--- src/rtl/adc_seq_pkg.sv ---
package adc_seq_pkg;

    typedef enum logic [1:0] {
        ST_IDLE  = 2'd0,
        ST_ISSUE = 2'd1,
        ST_WAIT  = 2'd2
    } seq_state_t;

    localparam logic [1:0] MODE_ONE  = 2'b00;
    localparam logic [1:0] MODE_RSVD = 2'b01;
    localparam logic [1:0] MODE_SCAN = 2'b10;
    localparam logic [1:0] MODE_LOOP = 2'b11;

    localparam int OVR_POS = 16;
    localparam int VLD_POS = 17;
    localparam int WORD_W  = VLD_POS + 1;

endpackage

--- src/rtl/adc_chan_pick.sv ---
// Finds the lowest enabled channel whose index is at or above floor_idx.
module adc_chan_pick #(
    parameter int NCH = 12,
    parameter int IW  = 4
) (
    input  logic [NCH-1:0] mask,
    input  logic [IW:0]    floor_idx,
    output logic           found,
    output logic [IW-1:0]  idx
);

    always_comb begin
        found = 1'b0;
        idx   = '0;
        for (int i = NCH - 1; i >= 0; i--) begin
            if (mask[i] && (i >= int'(floor_idx))) begin
                found = 1'b1;
                idx   = IW'(i);
            end
        end
    end

endmodule

--- src/rtl/adc_result_bank.sv ---
// One result slot per channel: code, valid and overrun.
module adc_result_bank
    import adc_seq_pkg::*;
#(
    parameter int NCH = 12,
    parameter int RW  = 12,
    parameter int IW  = 4
) (
    input  logic              clk,
    input  logic              rst_n,
    input  logic              wr_en,
    input  logic [IW-1:0]     wr_idx,
    input  logic [RW-1:0]     wr_data,
    input  logic              rd_en,
    input  logic [IW-1:0]     rd_idx,
    output logic [WORD_W-1:0] rd_word,
    output logic [NCH-1:0]    valid_vec
);

    logic [RW-1:0]  data_a [NCH];
    logic [NCH-1:0] vld_a;
    logic [NCH-1:0] ovr_a;

    generate
        for (genvar g = 0; g < NCH; g++) begin : g_slot
            logic [RW-1:0] code_q;
            logic          vld_q;
            logic          ovr_q;
            logic          hit_wr;
            logic          hit_rd;

            assign hit_wr = wr_en && (wr_idx == IW'(g));
            assign hit_rd = rd_en && (rd_idx == IW'(g));

            always_ff @(posedge clk or negedge rst_n) begin
                if (!rst_n) begin
                    code_q <= '0;
                    vld_q  <= 1'b0;
                    ovr_q  <= 1'b0;
                end else if (hit_wr) begin
                    code_q <= wr_data;
                    vld_q  <= 1'b1;
                    // a read in the same cycle consumed the old value
                    ovr_q  <= vld_q & ~hit_rd;
                end else if (hit_rd) begin
                    vld_q  <= 1'b0;
                    ovr_q  <= 1'b0;
                end
            end

            assign data_a[g] = code_q;
            assign vld_a[g]  = vld_q;
            assign ovr_a[g]  = ovr_q;
        end
    endgenerate

    always_comb begin
        rd_word = '0;
        if (int'(rd_idx) < NCH) begin
            rd_word[RW-1:0] = data_a[rd_idx];
            rd_word[OVR_POS] = ovr_a[rd_idx];
            rd_word[VLD_POS] = vld_a[rd_idx];
        end
    end

    assign valid_vec = vld_a;

endmodule

--- src/rtl/adc_seq_ctrl.sv ---
// Sequencing state machine, start bit and end-of-conversion flag.
module adc_seq_ctrl
    import adc_seq_pkg::*;
#(
    parameter int IW = 4
) (
    input  logic          clk,
    input  logic          rst_n,
    input  logic          conv_en,
    input  logic [1:0]    op_mode,
    input  logic          start_set,
    input  logic          start_clr,
    input  logic          eoc_clr,
    input  logic          conv_done,
    input  logic          first_found,
    input  logic [IW-1:0] first_idx,
    input  logic          next_found,
    input  logic [IW-1:0] next_idx,
    output logic          go_q,
    output logic [IW-1:0] ch_q,
    output logic          eoc_q,
    output logic          conv_req,
    output logic          wr_en
);

    seq_state_t    st_q, st_d;
    logic [IW-1:0] ch_d;
    logic          end_evt;
    logic          auto_clr;
    logic          go_live;
    logic          mode_ok;
    logic          is_scan;
    logic          is_loop;

    assign go_live = go_q & ~start_clr;
    assign mode_ok = (op_mode != MODE_RSVD);
    assign is_scan = (op_mode == MODE_SCAN) || (op_mode == MODE_LOOP);
    assign is_loop = (op_mode == MODE_LOOP);

    // next-state decision
    always_comb begin
        st_d     = st_q;
        ch_d     = ch_q;
        end_evt  = 1'b0;
        auto_clr = 1'b0;
        unique case (st_q)
            ST_IDLE: begin
                if (go_live && conv_en && mode_ok && first_found) begin
                    st_d = ST_ISSUE;                 // launch
                    ch_d = first_idx;
                end
            end
            ST_ISSUE: begin
                st_d = ST_WAIT;                      // issue
            end
            ST_WAIT: begin
                if (conv_done) begin
                    if (!(go_live && conv_en)) begin
                        st_d = ST_IDLE;              // abort
                    end else if (is_scan && next_found) begin
                        st_d = ST_ISSUE;             // advance
                        ch_d = next_idx;
                    end else begin
                        end_evt = 1'b1;
                        if (is_loop && first_found) begin
                            st_d = ST_ISSUE;         // wrap
                            ch_d = first_idx;
                        end else begin
                            st_d     = ST_IDLE;      // finish
                            auto_clr = ~is_loop;
                        end
                    end
                end
            end
            default: st_d = ST_IDLE;
        endcase
    end

    // state register
    always_ff @(posedge clk or negedge rst_n) begin
        if (!rst_n) begin
            st_q  <= ST_IDLE;
            ch_q  <= '0;
            go_q  <= 1'b0;
            eoc_q <= 1'b0;
        end else begin
            st_q <= st_d;
            ch_q <= ch_d;
            if (auto_clr || start_clr) begin
                go_q <= 1'b0;
            end else if (start_set) begin
                go_q <= 1'b1;
            end
            if (end_evt) begin
                eoc_q <= 1'b1;
            end else if (eoc_clr) begin
                eoc_q <= 1'b0;
            end
        end
    end

    // outputs
    always_comb begin
        conv_req = (st_q == ST_ISSUE);
        wr_en    = (st_q == ST_WAIT) && conv_done;
    end

endmodule

--- src/rtl/adc_scan_seq.sv ---
module adc_scan_seq
    import adc_seq_pkg::*;
#(
    parameter int NCH = 12,
    parameter int RW  = 12,
    parameter int IW  = $clog2(NCH)
) (
    input  logic              clk,
    input  logic              rst_n,
    input  logic              conv_en,
    input  logic [1:0]        op_mode,
    input  logic              irq_en,
    input  logic [NCH-1:0]    ch_mask,
    input  logic              start_set,
    input  logic              start_clr,
    input  logic              eoc_clr,
    input  logic              rd_en,
    input  logic [IW-1:0]     rd_sel,
    output logic [WORD_W-1:0] rd_data,
    output logic [NCH-1:0]    valid_vec,
    output logic              busy,
    output logic [IW-1:0]     cur_ch,
    output logic              eoc_flag,
    output logic              irq,
    output logic              conv_req,
    input  logic              conv_done,
    input  logic [RW-1:0]     conv_result
);

    logic          first_found, next_found;
    logic [IW-1:0] first_idx, next_idx;
    logic [IW:0]   nxt_floor;
    logic          wr_en;

    assign nxt_floor = {1'b0, cur_ch} + {{IW{1'b0}}, 1'b1};

    adc_chan_pick #(.NCH(NCH), .IW(IW)) u_pick_first (
        .mask      (ch_mask),
        .floor_idx ('0),
        .found     (first_found),
        .idx       (first_idx)
    );

    adc_chan_pick #(.NCH(NCH), .IW(IW)) u_pick_next (
        .mask      (ch_mask),
        .floor_idx (nxt_floor),
        .found     (next_found),
        .idx       (next_idx)
    );

    adc_seq_ctrl #(.IW(IW)) u_ctrl (
        .clk         (clk),
        .rst_n       (rst_n),
        .conv_en     (conv_en),
        .op_mode     (op_mode),
        .start_set   (start_set),
        .start_clr   (start_clr),
        .eoc_clr     (eoc_clr),
        .conv_done   (conv_done),
        .first_found (first_found),
        .first_idx   (first_idx),
        .next_found  (next_found),
        .next_idx    (next_idx),
        .go_q        (busy),
        .ch_q        (cur_ch),
        .eoc_q       (eoc_flag),
        .conv_req    (conv_req),
        .wr_en       (wr_en)
    );

    adc_result_bank #(.NCH(NCH), .RW(RW), .IW(IW)) u_bank (
        .clk       (clk),
        .rst_n     (rst_n),
        .wr_en     (wr_en),
        .wr_idx    (cur_ch),
        .wr_data   (conv_result),
        .rd_en     (rd_en),
        .rd_idx    (rd_sel),
        .rd_word   (rd_data),
        .valid_vec (valid_vec)
    );

    assign irq = eoc_flag & irq_en;

endmodule

--- config.mk ---
export PLATFORM = sky130hd
export DESIGN_NAME = adc_scan_seq
export DESIGN_NICKNAME = d
export VERILOG_FILES = /design/src/rtl/adc_seq_pkg.sv /design/src/rtl/adc_chan_pick.sv /design/src/rtl/adc_result_bank.sv /design/src/rtl/adc_seq_ctrl.sv /design/src/rtl/adc_scan_seq.sv
export SDC_FILE = /design/constraint.sdc
export NUM_CORES = 1
export LEC_CHECK = 0
export CAP_MARGIN = 20
export CELL_PAD_IN_SITES_DETAIL_PLACEMENT = 1
export CELL_PAD_IN_SITES_GLOBAL_PLACEMENT = 2
export CORE_MARGIN = 2
export CORE_UTILIZATION = 35
export DETAILED_ROUTE_END_ITERATION = 10
export PLACE_DENSITY_LB_ADDON = 0.1
export SLEW_MARGIN = 40
export SYNTH_ARGS = -nofsm -noshare
export SYNTH_HDL_FRONTEND = slang
export SYNTH_SLANG_ARGS = --single-unit
--- constraint.sdc ---
create_clock -name clk -period 3.8 [get_ports clk]
set_input_delay 1.14 -clock clk [delete_from_list [all_inputs] [get_ports clk]]
set_output_delay 1.14 -clock clk [all_outputs]
set_load 0.005 [all_outputs]
==> results.py, run 1 <==
metrics = {
    "die": {
        "fp.dieH_microns": 164.1,
        "num_rows": 58,
        "die_area_sq_um": 26930,
        "core_area_sq_um": 25180,
        "ios": 77,
        "dieWidth_microns": 164.1,
        "start_util_pct": 35.63,
    },
    "synthesis": {
        "netlist_area_sq_um": 8972,
        "yosysSeqAreaShare_pct": 49.09,
        "synth_top_family_by_area": "multiplexers",
        "synth_xor_xnor_area_share_pct": 0.1952,
        "synthArstFlopShare_pct": 100.0,
        "ys_ff_latch": 176,
        "avgSynthCellArea_sq_um": 12.87,
        "synth_fa_ha_area_share_pct": 0.5578,
        "synth_compound_gate_area_share_pct": 6.596,
        "synthMuxAreaShare_pct": 31.81,
        "synth_cell_types": 65,
        "yosysWarningCount": 0,
        "synth-edff-count": 0,
        "synth_cells": 697,
        "synthSimpleGateAreaFrac_pct": 7.293,
        "synth_ff_type": "dfrtp_1",
    },
    "route": {
        "vias": 6007,
        "routed_wl_mm": 25.56,
        "drcViolationCount": 0,
        "post_drt_via_cell_ratio": 5.340,
        "firstDrtPassIters": 4,
        "ant_nets": 0,
        "drt_iter0_drc": 292,
        "routedWlPerCell_microns": 22.72,
    },
    "timing": {
        "final.min_clock_period_ps": 3722,
        "relSlewSlack_pct": 50.13,
        "worstMarginPinSlew_ps": 742.3,
        "drv_slew": 0,
        "setup_slack_ps": 78.10,
        "finalHoldViolCount": 0,
        "hold_ws_ps": 505.9,
        "finalSetupViolCount": 0,
        "rsz0062_at_grt": "false",
        "fin_crit_sh_pct": 97.94,
        "clock_skew_ps": 7.294,
        "max_freq_mhz": 268.7,
    },
    "power": {
        "ir_worst_vdd_mv": 0.2961,
        "power_leakage_nw": 5.222,
        "total_power_mw": 5.411,
        "powerDensity_nw_per_um2": 493.4,
    },
    "clocking": {
        "cts_tree": "built",
        "hold_buffers": 0,
        "clk_pin_slew_ps": 80,
        "ctsLongestPathBuffers": 2,
        "root_buffer": "clkbuf_16",
        "worstSkewPairLatency_ps": 430,
        "htreeDepth": 4,
        "clock_sinks": 176,
        "cts_buffers": 17,
    },
    "final_layout": {
        "drive_above_1_share_pct": 36.98,
        "final_nets": 825,
        "antenna_cells": 0,
        "fin_util_pct": 43.55,
        "area_delta_synth_final_pct": 22.23,
    },
    "placed_design": {
        "pre_cts_slack_ps": -403.6,
        "gp_congestion": 0.7676,
        "dp.final_hpwl_mm": 17.54,
        "portBuffers": 72,
    },
    "worst_setup_path": {
        "cp-end-kind": "primary output",
        "worst_path_max_delay_cell": "mux4_2",
        "critPathTopFamily": "multiplexers",
        "path_cells": "buf_16 > buf_12 > buf_4 > mux4_2 > mux2i_4 > o21ai_0 > dlygate4sd2_1",
        "path_class": "in -> out",
        "worstPathMaxFanout": 8,
        "reg2reg_slack_ps": 600,
        "slowest_delay_ps": 510,
        "start_kind": "primary input",
        "critical_path_arrival_ps": 2580,
        "required_ps": 2660,
        "worst-path-buf-inv": 4,
    },
    "grt": {
        "grt_pass1_vias": 6578,
        "grt_pass1_wl_mm": 39.80,
        "grt_max_degree": 72,
        "antenna_found_initial": 0,
        "grt.total_usage_pct": 20.03,
        "grt_overflow": 0,
    },
    "worst_hold_path": {
        "hp-class": "reg -> reg",
    },
    "flow_run": {
        "maxCapViolCount": 0,
    },
    "status": {
        "status": "completed",
    },
}
-- stage by stage --
stage	cells	setup TNS (ps)	instance area (sq um)
after floorplan	700	0	8985
after global placement	1081	-3822	10150
after detailed placement	1081	-3822	10150
after CTS	1123	-36.50	10920
after global routing	1125	0	10970
final	1125	0	10970
-- registers in the layout, indices dropped and copies added, names as in the netlist --
name and flops:
u_bank.g_slot.code_q 144, u_bank.g_slot.ovr_q 12, u_bank.g_slot.vld_q 12, u_ctrl.ch_q 4, u_ctrl.eoc_q 1, u_ctrl.go_q 1, u_ctrl.st_q 2
-- final cells by class --
| type | instances | area, sq um |
|---|---|---|
| Inverter | 15 | 56.30 |
| Fill cell | 2598 | 14210 |
| Multi-Input combinational cell | 445 | 4214 |
| Clock inverter | 14 | 135.1 |
| Clock buffer | 18 | 439.2 |
| Tap cell | 330 | 412.9 |
| Sequential cell | 176 | 4404 |
| Timing Repair Buffer | 127 | 1305 |
-- synth_stat cells, types with 9 or more instances --
cell        n  area [sq um]
mux2i_1    26         260.3
a21oi_1    24         120.1
nand3_1     9         45.04
dfrtp_1   176          4404
buf_4      19         142.6
mux2_2    145          1633
nand2_1    73         274.0
buf_1      11         41.29
clkbuf_1   26         97.59
o21ai_0    23         115.1
nor2_1     10         37.54
inv_1      14         52.55
mux4_2     42         945.9
-- layout by cell type (no fill, tap or decap), types with 6 or more instances in the layout --
cell type,instances
dfrtp_1,176
mux2_2,145
nand2_1,73
clkdlybuf4s50_1,54
mux4_2,42
buf_4,39
a21oi_1,24
mux2i_1,22
o21ai_0,21
clkbuf_16,17
inv_1,14
dlygate4sd2_1,11
nor2_1,10
nand3_1,9
buf_12,9
nor3_1,7
nand2b_1,7
inv_8,6
buf_6,6
-- per-layer routing --
layer | global-route usage, % | vias to the layer above | wire, microns
met4 | 4.585 | 0 | 257
met2 | 34.92 | 61 | 13210
li1 | - | 2694 | -
met3 | 2.677 | 16 | 497
met5 | 0 | - | 0
met1 | 26.52 | 3236 | 11600
-- power by group --
part | internal (mW) | switching [mW]
clock network | 0.891 | 0.844
registers | 2.20 | 0.237
logic | 0.695 | 0.544
total | 3.79 | 1.62
-- kinds of logic after synthesis --
group	count (synthesis)
other	1
DFF	176
adders and majority gates	4
xor gates and xnor gates	2
and+or+nand+nor	133
muxes	214
AOI/OAI and AO/OA	88
buffers and inverters	79
-- worst reg2reg max path: stages, from the launching register on --
cell	delay, ps
dfrtp_1	650
inv_1	250
ha_1	560
o22ai_1	210
o41ai_2	400
and4b_4	340
nand4_4	120
a31o_4	270
mux2_4	290
-- worst paths after layout --
| path | from | end | cells after the start |
|---|---|---|---|
| max | rd_sel[0] | rd_data[17] | 7 |
| min | u_bank.g_slot[8].code_q[5]$_DFFE_PN0P_ | u_bank.g_slot[8].code_q[5]$_DFFE_PN0P_ | 1 |
| max reg2reg | u_ctrl.ch_q[0]$_DFFE_PN0P_ | u_ctrl.ch_q[2]$_DFFE_PN0P_ | 8 |
| min reg2reg | u_bank.g_slot[8].code_q[5]$_DFFE_PN0P_ | u_bank.g_slot[8].code_q[5]$_DFFE_PN0P_ | 1 |
| max in group asynchronous | rst_n | u_bank.g_slot[6].code_q[4]$_DFFE_PN0P_ | 2 |
| min in group asynchronous | rst_n | u_bank.g_slot[1].code_q[10]$_DFFE_PN0P_ | 1 |
-- repair_timing --
item                                    4_1_cts  5_1_grt
resized for setup                            36        9
endpoints found under the setup margin       14        5
hold endpoints to repair                      0        0
cloned                                        1        0
setup buffers                                 9        2
(Power assumes the default switching activity.)
==> inputs of run 2 (changes only) <==
CORE_MARGIN = default   (was 2)
REMOVE_ABC_BUFFERS = 1   (was default)
==> run 2 against run 1 <==
  * Combinational power about the same
  * Count of clock-buffer cells in the layout increased by 1
  * Sequential power about the same
  * Clock skew increased by 8.0 ps
  * Critical endpoint is now rd_data[8]
  * Worst setup slack improved by 2.8 ps
  * Hold slack got worse by 3.9 ps
  * Via count increased by 0.60%
  * Register-to-register slack improved by 120 ps
==> results.py, run 2 (same netlist as run 1, synthesis figures left out) <==
metrics = {
    "route": {
        "wl_met3_microns": 840,
        "top_layer": "met4",
        "ant_nets": 0,
        "wl_met2_mm": 12.60,
        "routed_wl_mm": 25.29,
        "vias": 6043,
        "wl_met1_mm": 11.63,
        "drcViolationCount": 0,
        "drt_iter0_drc": 302,
        "routedWlPerCell_microns": 22.50,
        "firstDrtPassIters": 4,
        "post_drt_via_cell_ratio": 5.376,
    },
    "clocking": {
        "ctsLongestPathBuffers": 2,
        "cts_tree": "built",
        "clock_sinks": 176,
        "worstSkewPairLatency_ps": 430,
        "root_buffer": "clkbuf_16",
        "cts_buffers": 17,
        "htreeDepth": 4,
        "clk_pin_slew_ps": 70,
    },
    "placed_design": {
        "portBuffers": 72,
        "dp.cells": 1088,
        "gp_congestion": 0.8461,
        "pre_cts_slack_ps": -269.6,
        "placed_area_sq_um": 10230,
        "dp.final_hpwl_mm": 16.89,
    },
    "grt": {
        "grt_max_degree": 79,
        "grt.total_usage_pct": 20.49,
        "antenna_found_initial": 0,
        "grt_pass1_wl_mm": 40.21,
        "grt_pass1_vias": 6678,
        "grt_overflow": 0,
    },
    "final_layout": {
        "reg_top3": "u_bank.g_slot.code_q x144, u_bank.g_slot.ovr_q x12, u_bank.g_slot.vld_q x12",
        "largest_register_ffs": 144,
        "area_delta_synth_final_pct": 22.13,
        "final_common_cell": "dfrtp_1",
        "final_cell_mix": "176 x dfrtp_1, 145 x mux2_2, 73 x nand2_1",
        "stdcell_count": 1124,
        "drive_above_1_share_pct": 36.65,
        "antenna_cells": 0,
        "multi_input_area_sq_um": 4210,
        "final_area_sq_um": 10960,
        "final_nets": 824,
        "regArea_sq_um": 4404,
        "fillers": 2593,
        "fin_util_pct": 43.52,
        "regMostFlops": "u_bank.g_slot.code_q",
    },
    "worst_setup_path": {
        "critical_path_arrival_ps": 2580,
        "path_class": "in -> out",
        "cp-end-kind": "primary output",
        "worstPathMaxFanout": 4,
        "start_kind": "primary input",
        "reg2reg_slack_ps": 720,
        "required_ps": 2660,
    },
    "die": {
        "ios": 77,
        "fp.dieH_microns": 162.1,
        "num_rows": 58,
        "start_util_pct": 35.63,
        "core_area_sq_um": 25180,
        "die_area_sq_um": 26280,
        "dieWidth_microns": 162.1,
    },
    "power": {
        "p_seq_share_pct": 44.3,
        "power_leakage_nw": 5.186,
        "p_comb_share_pct": 22.8,
        "p_int_mw": 3.910,
        "p_switching_mw": 1.571,
        "powerDensity_nw_per_um2": 500.2,
        "ir_worst_vdd_mv": 0.2583,
        "total_power_mw": 5.481,
        "switching_share_pct": 28.66,
        "p_clk_share_pct": 33.0,
    },
    "worst_hold_path": {
        "hp-class": "reg -> reg",
    },
    "timing": {
        "hold_ws_ps": 502.1,
        "fin_crit_sh_pct": 97.87,
        "final.min_clock_period_ps": 3719,
        "max_freq_mhz": 268.9,
        "relSlewSlack_pct": 53.98,
        "setup_slack_ps": 80.92,
        "finalSetupViolCount": 0,
        "drv_slew": 0,
        "clock_skew_ps": 15.27,
        "fin_setup_tns_ps": 0,
        "worstMarginPinSlew_ps": 690.2,
        "finalHoldViolCount": 0,
        "rsz0062_at_grt": "false",
    },
    "status": {
        "status": "completed",
    },
    "flow_run": {
        "maxCapViolCount": 0,
    },
}
[run 2: what timing repair did]
action	4_1_cts	5_1_grt
gates cloned	2	1
endpoints found under the hold margin	0	0
buffers inserted	0	2
pin swaps	0	1
setup endpoints to repair	14	8
resized for setup	25	12
hold buffers	0	0
[run 2: final cells by class]
type | count | share of cell area [%]
Clock buffer | 19 | 4.133
Inverter | 15 | 0.5138
Clock inverter | 13 | 1.370
Multi-Input combinational cell | 445 | 38.42
Sequential cell | 176 | 40.19
Tap cell | 330 | 3.768
Timing Repair Buffer | 126 | 11.60
[run 2: path summary, 6_finish.rpt]
check,from,to,cells past startpoint
max,rd_sel[3],rd_data[8],6
min,u_bank.g_slot[8].code_q[5]$_DFFE_PN0P_,u_bank.g_slot[8].code_q[5]$_DFFE_PN0P_,1
max reg2reg,u_ctrl.ch_q[1]$_DFFE_PN0P_,u_ctrl.ch_q[2]$_DFFE_PN0P_,8
min reg2reg,u_bank.g_slot[8].code_q[5]$_DFFE_PN0P_,u_bank.g_slot[8].code_q[5]$_DFFE_PN0P_,1
max in group asynchronous,rst_n,u_bank.g_slot[0].code_q[10]$_DFFE_PN0P_,2
min in group asynchronous,rst_n,u_bank.g_slot[1].code_q[5]$_DFFE_PN0P_,1
[run 2: metal layers]
layer / vias to the layer above / global-route usage (%)
li1: 2700 / -
met1: 3223 / 27.87
met2: 102 / 34.00
met3: 18 / 3.652
met4: 0 / 4.588
met5: - / 0
[run 2: critical path, stage by stage]
cell,delay [ps]
clkdlybuf4s50_1,510
buf_4,160
buf_6,150
mux2i_1,220
o21ai_1,120
dlygate4sd2_1,280
[run 2: power groups by stage]
stage	clock network, mW	logic, mW	registers, mW
after floorplan	0	0.756	2.37
after global placement	0	1.20	2.43
after detailed placement	0	1.24	2.46
after CTS	1.85	1.25	2.42
after global routing	1.94	1.36	2.47
final	1.81	1.25	2.43
==> inputs of run 3 (changes only) <==
ABC_AREA = 1   (was default)
CORE_UTILIZATION = 32   (was 35)
CTS_BUF_LIST = sky130_fd_sc_hd__clkbuf_16   (was default)
==> run 3 against run 2 <==
  * Via count grew 18%
  * Count of clock-buffer cells in the layout shrank 2
  * Fmax is essentially flat
  * Critical path type unchanged
  * Critical endpoint is now rd_data[5]
  * Largest power group unchanged
  * Highest routed layer unchanged
==> results.py, run 3 <==
metrics = {
    "synthesis": {
        "synth-edff-count": 0,
        "synth_cells": 985,
        "synth_compound_gate_area_share_pct": 21.16,
        "avgSynthCellArea_sq_um": 8.541,
        "synthTopCellsByCount": "234 x nand2_1, 200 x o21ai_0, 176 x dfrtp_1",
        "netlist_area_sq_um": 8413,
        "yosysSeqAreaShare_pct": 52.35,
        "synth_top_family_by_area": "compound AO/OA/AOI/OAI gates",
        "synth_cell_types": 40,
        "synth_ff_type": "dfrtp_1",
        "yosysWarningCount": 0,
        "synth_top_area_share_pct": 52.35,
        "ys_ff_latch": 176,
        "synthMuxAreaShare_pct": 0,
        "yosysMostFrequentCell": "nand2_1",
        "synth.area.top_cells": "dfrtp_1 52%, o21ai_0 12%, nand2_1 10%, a22oi_1 3.4%, inv_1 3.3%",
        "synthArstFlopShare_pct": 100.0,
        "synthSimpleGateAreaFrac_pct": 18.26,
        "synth_xor_xnor_area_share_pct": 0,
        "synth_top_area_cell": "dfrtp_1",
        "synth_fa_ha_area_share_pct": 0.5949,
    },
    "placed_design": {
        "dp.final_hpwl_mm": 17.20,
        "portBuffers": 72,
        "dp.cells": 1375,
        "placed_area_sq_um": 9752,
        "gp_congestion": 0.7371,
        "pre_cts_slack_ps": -720.3,
    },
    "route": {
        "vias": 7156,
        "drcViolationCount": 0,
        "routedWlPerCell_microns": 18.65,
        "ant_nets": 0,
        "post_drt_via_cell_ratio": 5.047,
        "firstDrtPassIters": 5,
        "routed_wl_mm": 26.45,
        "drt_iter0_drc": 475,
    },
    "worst_setup_path": {
        "worstReg2RegEnd": "u_ctrl.ch_q[1]$_DFFE_PN0P_",
        "r2r.worst_path.cells": 17,
        "worst_path_max_delay_cell": "or3b_4",
        "startpoint": "rd_sel[0]",
        "required_ps": 2660,
        "path_cells": "buf_4 > inv_2 > nand2_2 > clkinv_4 > buf_4 > buf_16 > a22oi_2 > a21oi_1 > or3b_4 > clkdlybuf4s15_1",
        "worst-path-buf-inv": 6,
        "start_kind": "primary input",
        "regToRegStartpoint": "u_ctrl.ch_q[0]$_DFFE_PN0P_",
        "worstPathMaxFanout": 12,
        "critPathTopFamily": "buffers and inverters",
        "cp-end-kind": "primary output",
        "reg2reg_slack_ps": 1020,
        "slowest_delay_ps": 410,
        "critical_path_arrival_ps": 2580,
        "path_class": "in -> out",
        "crit_top_cell": "buf_4",
    },
    "timing": {
        "finalHoldViolCount": 0,
        "max_freq_mhz": 268.9,
        "fin_setup_tns_ps": 0,
        "finalSetupViolCount": 0,
        "rsz0062_at_grt": "false",
        "clock_skew_ps": 9.982,
        "setup_slack_ps": 81.59,
        "relSlewSlack_pct": 54.22,
        "final.min_clock_period_ps": 3718,
        "drv_slew": 0,
        "fin_crit_sh_pct": 97.85,
        "worstMarginPinSlew_ps": 686.6,
        "hold_ws_ps": 484.1,
    },
    "die": {
        "fp.dieH_microns": 164.1,
        "core_area_sq_um": 25470,
        "start_util_pct": 33.03,
        "die_area_sq_um": 26940,
        "num_rows": 58,
        "dieWidth_microns": 164.1,
        "ios": 77,
    },
    "final_layout": {
        "antenna_cells": 0,
        "area_delta_synth_final_pct": 25.95,
        "final_cell_mix": "232 x nand2_1, 189 x o21ai_0, 176 x dfrtp_1",
        "reg_top3": "u_bank.g_slot.code_q x144, u_bank.g_slot.ovr_q x12, u_bank.g_slot.vld_q x12",
        "fin_util_pct": 41.60,
        "regMostFlops": "u_bank.g_slot.code_q",
        "largest_register_ffs": 144,
        "fillers": 2986,
        "final_nets": 1118,
        "final_area_sq_um": 10600,
        "final_common_cell": "nand2_1",
        "multi_input_area_sq_um": 3560,
        "drive_above_1_share_pct": 16.36,
        "stdcell_count": 1418,
        "regArea_sq_um": 4404,
    },
    "grt": {
        "grt.total_usage_pct": 21.03,
        "grt_pass1_vias": 7365,
        "grt_max_degree": 69,
        "grt_pass1_wl_mm": 42.59,
        "antenna_found_initial": 0,
        "grt_overflow": 0,
    },
    "clocking": {
        "worstSkewPairLatency_ps": 430,
        "hold_buffers": 0,
        "clock_sinks": 176,
        "ctsLongestPathBuffers": 2,
        "clk_pin_slew_ps": 70,
        "cts_buffers": 17,
        "root_buffer": "clkbuf_16",
        "htreeDepth": 4,
        "cts_tree": "built",
    },
    "power": {
        "ir_worst_vdd_mv": 0.2601,
        "powerDensity_nw_per_um2": 594.6,
        "total_power_mw": 6.300,
        "power_leakage_nw": 4.818,
    },
    "flow_run": {
        "maxCapViolCount": 0,
    },
    "worst_hold_path": {
        "min_to": "u_bank.g_slot[8].code_q[8]$_DFFE_PN0P_",
        "hold-path-cell-count": 2,
        "hp-start": "u_bank.g_slot[8].code_q[8]$_DFFE_PN0P_",
        "hp-class": "reg -> reg",
    },
    "status": {
        "status": "completed",
    },
}
run 3: logic make-up after synthesis:
group / after synthesis
AOI/OAI and AO/OA: 305
adders and majority gates: 4
buffers and inverters: 149
DFF: 176
other: 1
and+or+nand+nor: 350
run 3: cell type report:
class                           instances  share of cell area (%)
Tap cell                              330                   3.897
Timing Repair Buffer                  131                   12.66
Inverter                               86                   3.117
Multi-Input combinational cell        663                   33.59
Clock inverter                         15                   1.157
Clock buffer                           17                   4.015
Sequential cell                       176                   41.56
run 3: routing by layer:
metal / vias up / GRT usage (%) / share of wire [%]
li1: 3489 / - / -
met1: 3565 / 29.77 / 49
met2: 92 / 33.79 / 48
met3: 10 / 3.030 / 2.7
met4: 0 / 4.756 / 0.69
met5: - / 0 / 0
run 3: timing repair:
item                                    in CTS  in global routing
cloned                                       3                  0
endpoints found under the hold margin        0                  0
pin swaps                                   10                 13
endpoints found under the setup margin      14                 13
gates resized for setup                     67                 30
buffers inserted                             8                  0
run 3: how the worst max path moves through the flow:
stage                     depth (start not counted)          end  slack [ps]
after floorplan                                   6   rd_data[0]        -440
after global placement                           10   rd_data[2]        -670
after detailed placement                         10   rd_data[1]        -720
after CTS                                        10  rd_data[17]          10
after global routing                              9  rd_data[10]           2
final                                            10   rd_data[5]          80
run 3: report_power, final:
group	total [mW]	internal, mW	switching, mW
Sequential	2.86	2.47	0.388
Clock	1.68	0.899	0.781
Combinational	1.76	0.774	0.984
Total	6.30	4.15	2.15
run 3: worst reg2reg max path, stage by stage, from the launching register on:
cell and delay [ps]:
dfrtp_1 620, ha_1 410, inv_2 130, nand2_2 90, nand2_4 100, nor2_2 160
nand2_2 100, o211ai_2 100, nand2_2 80, nand2_2 60, inv_2 40, nand3_2 110
o21ai_2 100, nor2_1 210, nand2_1 100, o21ai_1 150, nand2_1 60, o21ai_1 70
